[src/rtl/fbu_pkg.sv]
package fbu_pkg;
  localparam int NFLAG = 4;
  localparam int NALU  = 3;
  localparam int FL_C  = 0;
  localparam int FL_Z  = 1;
  localparam int FL_S  = 2;
  localparam int FL_D  = 3;

  typedef enum logic [3:0] {
    OP_NOP    = 4'd0,
    OP_CLR_C  = 4'd1,
    OP_SET_C  = 4'd2,
    OP_INV_C  = 4'd3,
    OP_CLR_D  = 4'd4,
    OP_ARITH  = 4'd5,
    OP_XFER   = 4'd6,
    OP_BRANCH = 4'd7,
    OP_LOOP   = 4'd8,
    OP_SKIP   = 4'd9,
    OP_SKIP_Z = 4'd10,
    OP_SET_D  = 4'd11
  } ctl_op_e;

  typedef enum logic [2:0] {
    CC_ALWAYS = 3'd0,
    CC_ABOVE  = 3'd1,
    CC_EQ     = 3'd2,
    CC_NE     = 3'd3,
    CC_C      = 3'd4,
    CC_NC     = 3'd5,
    CC_NEG    = 3'd6,
    CC_POS    = 3'd7
  } cond_e;
endpackage

[src/rtl/fbu_flag_reg.sv]
module fbu_flag_reg
  import fbu_pkg::*;
(
  input  logic                clk,
  input  logic                rst,
  input  logic [3:0]          op,
  input  logic                alu_we,
  input  logic [NALU-1:0]     alu_flags,
  output logic [NFLAG-1:0]    flags
);
  logic [NFLAG-1:0] ctl_hit;
  logic [NFLAG-1:0] ctl_val;
  logic             alu_en;

  always_comb begin
    ctl_hit = '0;
    ctl_val = '0;
    case (op)
      OP_CLR_C: begin ctl_hit[FL_C] = 1'b1; ctl_val[FL_C] = 1'b0;         end
      OP_SET_C: begin ctl_hit[FL_C] = 1'b1; ctl_val[FL_C] = 1'b1;         end
      OP_INV_C: begin ctl_hit[FL_C] = 1'b1; ctl_val[FL_C] = ~flags[FL_C]; end
      OP_CLR_D: begin ctl_hit[FL_D] = 1'b1; ctl_val[FL_D] = 1'b0;         end
      OP_SET_D: begin ctl_hit[FL_D] = 1'b1; ctl_val[FL_D] = 1'b1;         end
      default:  ;
    endcase
  end

  assign alu_en = alu_we && (op != OP_XFER);

  for (genvar i = 0; i < NFLAG; i++) begin : g_flag
    if (i < NALU) begin : g_alu_fed
      always_ff @(posedge clk) begin
        if (rst)             flags[i] <= 1'b0;
        else if (ctl_hit[i]) flags[i] <= ctl_val[i];
        else if (alu_en)     flags[i] <= alu_flags[i];
      end
    end else begin : g_ctl_only
      always_ff @(posedge clk) begin
        if (rst)             flags[i] <= 1'b0;
        else if (ctl_hit[i]) flags[i] <= ctl_val[i];
      end
    end
  end
endmodule

[src/rtl/fbu_loop_count.sv]
module fbu_loop_count #(
  parameter int CNT_W = 16
) (
  input  logic [CNT_W-1:0] count_in,
  input  logic             is_loop,
  output logic [CNT_W-1:0] count_out,
  output logic             after_nz
);
  localparam logic [CNT_W-1:0] ONE = {{(CNT_W-1){1'b0}}, 1'b1};
  logic [CNT_W-1:0] dec;

  assign dec       = count_in - ONE;
  assign count_out = is_loop ? dec : count_in;
  assign after_nz  = |dec;
endmodule

[src/rtl/fbu_cond_eval.sv]
module fbu_cond_eval
  import fbu_pkg::*;
(
  input  logic [3:0]       op,
  input  logic [2:0]       cond,
  input  logic [NFLAG-1:0] flags,
  input  logic             loop_nz,
  output logic             take,
  output logic             skip
);
  logic cc_true;

  always_comb begin
    case (cond)
      CC_ALWAYS: cc_true = 1'b1;
      CC_ABOVE:  cc_true = ~flags[FL_C] & ~flags[FL_Z];
      CC_EQ:     cc_true =  flags[FL_Z];
      CC_NE:     cc_true = ~flags[FL_Z];
      CC_C:      cc_true =  flags[FL_C];
      CC_NC:     cc_true = ~flags[FL_C];
      CC_NEG:    cc_true =  flags[FL_S];
      default:   cc_true = ~flags[FL_S];
    endcase
  end

  always_comb begin
    take = 1'b0;
    skip = 1'b0;
    case (op)
      OP_BRANCH: take = cc_true;
      OP_LOOP:   take = loop_nz;
      OP_SKIP:   skip = 1'b1;
      OP_SKIP_Z: skip = flags[FL_Z];
      default:   ;
    endcase
  end
endmodule

[src/rtl/flag_branch_unit.sv]
module flag_branch_unit
  import fbu_pkg::*;
#(
  parameter int CNT_W = 16
) (
  input  logic             clk,
  input  logic             rst,
  input  logic [3:0]       op_i,
  input  logic             alu_we_i,
  input  logic             alu_carry_i,
  input  logic             alu_zero_i,
  input  logic             alu_sign_i,
  input  logic [CNT_W-1:0] count_i,
  input  logic [2:0]       cond_i,
  output logic             carry_o,
  output logic             zero_o,
  output logic             sign_o,
  output logic             dir_o,
  output logic [CNT_W-1:0] count_o,
  output logic             take_o,
  output logic             skip_o
);
  logic [NFLAG-1:0] flags;
  logic [NALU-1:0]  alu_flags;
  logic             loop_nz;

  always_comb begin
    alu_flags       = '0;
    alu_flags[FL_C] = alu_carry_i;
    alu_flags[FL_Z] = alu_zero_i;
    alu_flags[FL_S] = alu_sign_i;
  end

  fbu_flag_reg u_flags (
    .clk       (clk),
    .rst       (rst),
    .op        (op_i),
    .alu_we    (alu_we_i),
    .alu_flags (alu_flags),
    .flags     (flags)
  );

  fbu_loop_count #(.CNT_W(CNT_W)) u_loop (
    .count_in  (count_i),
    .is_loop   (op_i == OP_LOOP),
    .count_out (count_o),
    .after_nz  (loop_nz)
  );

  fbu_cond_eval u_cond (
    .op      (op_i),
    .cond    (cond_i),
    .flags   (flags),
    .loop_nz (loop_nz),
    .take    (take_o),
    .skip    (skip_o)
  );

  assign carry_o = flags[FL_C];
  assign zero_o  = flags[FL_Z];
  assign sign_o  = flags[FL_S];
  assign dir_o   = flags[FL_D];
endmodule

[config.mk]
export PLATFORM = sky130hd
export DESIGN_NAME = flag_branch_unit
export DESIGN_NICKNAME = d
export VERILOG_FILES = /design/src/rtl/fbu_pkg.sv /design/src/rtl/fbu_flag_reg.sv /design/src/rtl/fbu_loop_count.sv /design/src/rtl/fbu_cond_eval.sv /design/src/rtl/flag_branch_unit.sv
export SDC_FILE = /design/constraint.sdc
export NUM_CORES = 1
export LEC_CHECK = 0
export ABC_AREA = 0
export ABC_CLOCK_PERIOD_IN_PS = 4700
export BUFFER_PORTS_ARGS = -buffer_cell sky130_fd_sc_hd__buf_4
export CAP_MARGIN = 0
export CORE_MARGIN = 4
export CORE_UTILIZATION = 35
export CTS_CLUSTER_SIZE = 14
export DETAILED_ROUTE_END_ITERATION = 7
export PLACE_DENSITY = 0.67
export SLEW_MARGIN = 20
export SYNTH_ARGS = -nofsm -noshare
export SYNTH_HDL_FRONTEND = slang
export SYNTH_HIERARCHICAL = 1
export SYNTH_SLANG_ARGS = --single-unit
export TNS_END_PERCENT = 50
[constraint.sdc]
create_clock -name clk -period 4.7 [get_ports clk]
set_input_delay 0 -clock clk [delete_from_list [all_inputs] [get_ports clk]]
set_output_delay 0 -clock clk [all_outputs]
set_load 0.03 [all_outputs]
==> impl_metrics.env <==
export IMPL_syn_to_final_growth_pct=48.3
export IMPL_synth_edf_count=0
export IMPL_p_per_area_nw_per_um2=145
export IMPL_clk_pin_slew_ns=0.04
export IMPL_cp_start_kind="input port"
export IMPL_cts_sinks=4
export IMPL_diodes=0
export IMPL_cpPeakStageDelay_ns=0.57
export IMPL_p_seq_share_pct=20.7
export IMPL_largest_reg_flops=4
export IMPL_htreeDepth=1
export IMPL_vias_per_cell=5.40
export IMPL_dieArea_um2=3320
export IMPL_synth_cells=110
export IMPL_first_pass_iters=4
export IMPL_path_class="in -> out"
export IMPL_synth_avg_cell_area_um2=7.84
export IMPL_worst_pin_slew_ns=0.547
export IMPL_crit_chain="buf_4 > nor4b_2 > nor4bb_1 > nor3b_2 > nand3_1 > xnor2_1 > buf_4"
export IMPL_setup_viol=0
export IMPL_drt_total_wl_um=2610
export IMPL_hp_class="in -> reg"
export IMPL_period_needed_ns=1.93
export IMPL_largest_register="u_flags/flags"
export IMPL_initial_utilization_pct=37.9
export IMPL_tritoncts="done"
export IMPL_worst_endpoint_required_ns=4.70
export IMPL_ctsRootBufferMaster="clkbuf_4"
export IMPL_post_drt_wl_per_cell_um=13.7
export IMPL_cp_end_kind="output port"
export IMPL_clkPwrFrac_pct=22.8
export IMPL_die_h_um=57.6
export IMPL_grt_pass1_vias=954
export IMPL_core_area_um2=2280
export IMPL_worstPathArrival_ns=1.93
export IMPL_finalInstanceArea_um2=1280
export IMPL_synth_nets=141
export IMPL_overflow=0
export IMPL_period_share_pct=41.1
export IMPL_grt_usage_pct=15.3
export IMPL_finalHoldViolations=0
export IMPL_fp_dieW_um=57.6
export IMPL_max_vdd_ir_drop_mv=0.137
export IMPL_antenna_found_initial=0
export IMPL_num_rows=17
export IMPL_numCtsBuffers=3
export IMPL_critPathBufInv=2
export IMPL_crit_fanout=9
export IMPL_setup_tns_final_ns=0
export IMPL_outcome="completed"
export IMPL_post_cts_resized=0
export IMPL_ys_ff_latch=4
export IMPL_fmax_mhz=518
export IMPL_dpl_hpwl_um=2100
export IMPL_cts_setup_buffers=0
export IMPL_swShare_pct=40.3
export IMPL_drive_gt1_share_pct=41.4
export IMPL_synth_async_reset_ratio_pct=0
export IMPL_drt_drc_violations_left=0
export IMPL_synth_seq_area_share_pct=9.29
export IMPL_p_comb_share_pct=56.5
export IMPL_clock_path_buffers=2
export IMPL_drv_cap=0
export IMPL_yosys_warnings=6
export IMPL_postCtsHoldBufs=1
export IMPL_synth_ff_type="dfxtp_1"
export IMPL_port_buffers=50
export IMPL_path_delay_family="simple AND/OR/NAND/NOR gates"
export IMPL_netlist_area_um2=862
export IMPL_vias=1026
export IMPL_ant_nets=0
export IMPL_synthDistinctLibCells=49
export IMPL_cpMostUsedCell="buf_4"
export IMPL_final_util_pct=56.2
export IMPL_grt_max_degree=11
export IMPL_p_sw_uw=74.8
export IMPL_grt_pass1_wl_um=4170
export IMPL_clock_skew_ns=0
export IMPL_power_internal_uw=111
export IMPL_drtIter0Drc=12
export IMPL_gp_congestion=0.754
export IMPL_postPlaceCellArea_um2=1250
export IMPL_rsz0062_at_grt="false"
export IMPL_io_pin_count=51
export IMPL_final_nets=195
export IMPL_crit_slowest_cell="nor4bb_1"
export IMPL_leakagePower_uw=0.000545
export IMPL_clkLatencyLatePin_ns=0.23
export IMPL_drv_slew=0
export IMPL_reg_top3="u_flags/flags x4"
export IMPL_slew_headroom_pct=63.1
==> stage by stage <==
step                      hold slack (ns)  worst slack [ns]  cells  power (uW)
after floorplan                    0.0691              2.92    110        92.5
after global placement              0.211              2.85    186         142
after detailed placement            0.218              2.78    186         143
after CTS                          0.0218              2.76    190         188
after global routing               0.0280              2.59    190         197
final                              0.0265              2.77    190         186
==> logic make-up after synthesis <==
group                      count (synthesis)  synth area share [%]
AOI/OAI and AO/OA                         23                  20.3
adders and majority gates                  2                  2.90
and+or+nand+nor                           59                  46.0
DFF                                        4                  9.29
muxes                                      2                  2.47
buffers and inverters                      6                  4.79
xor gates and xnor gates                  14                  14.2
==> worst register-to-register path, cell delays in order, from the launching register on <==
cell and delay [ns]:
dfxtp_1 0.33, nand3_1 0.09, o221ai_1 0.13, o41ai_2 0.31
==> synthesized netlist by cell type (2+ instances only) <==
master	number	share of area [%]
inv_1	4	1.7
nor4_4	2	4.9
nor3_1	3	1.7
a21oi_1	3	1.7
nor4b_1	3	3.0
nand2_1	12	5.2
or4_4	2	2.6
o21ai_0	4	2.3
nor2_1	12	5.2
ha_1	2	2.9
xor2_1	6	6.1
xnor2_1	8	8.1
nand3_1	6	3.5
nor2b_1	2	1.5
o21ai_1	2	1.2
dfxtp_1	4	9.3
nand2b_1	2	1.5
nor4bb_1	2	2.3
==> power groups by stage <==
stage | combinational, uW | clock [uW] | sequential [uW]
CTS | 105 | 44.0 | 38.4
floorplan | 49.8 | 0 | 42.7
detailed placement | 104 | 0 | 39.0
global placement | 103 | 0 | 39.1
finish | 105 | 42.3 | 38.5
global route | 113 | 46.1 | 38.6
==> final cells by class <==
cell class / count / area (um2)
multi-input combinational: 100 / 741
sequential: 4 / 80.1
clock buffer: 3 / 22.5
tap: 28 / 35.0
inverter: 4 / 15.0
fill: 209 / 997
timing repair buffer: 51 / 385
==> cell usage in the layout, fill, tap and decap left out, drive strengths merged, types with 2 or more instances in the layout <==
cell	count
inv	4
clkbuf	3
nand3	6
nor2	12
o21ai	6
ha	2
nand2b	2
nor2b	2
nand2	12
nor3	3
nor4bb	2
or2	2
dfxtp	4
xor2	6
nor4b	4
a21oi	3
o41ai	2
nor4	4
nor3b	2
or4	2
buf	50
xnor2	8
==> worst paths after layout <==
kind	from	to	slack [ns]	depth (start not counted)
min	alu_sign_i	u_flags/flags[2]	0.03	3
max reg2reg	u_flags/flags[0]	u_flags/flags[0]	3.75	3
min reg2reg	u_flags/flags[2]	u_flags/flags[2]	0.48	2
max	op_i[1]	count_o[14]	2.77	7
==> per-layer routing <==
metal / part of all wire (%) / wire length [um] / vias up / track usage (%)
li1: - / - / 521 / -
met1: 44 / 1150 / 460 / 20.8
met2: 47 / 1220 / 43 / 23.7
met3: 8.4 / 219 / 2 / 4.90
met4: 0.46 / 12 / 0 / 2.65
met5: 0 / 0 / - / 0
Power figures use the tool's default switching activity.
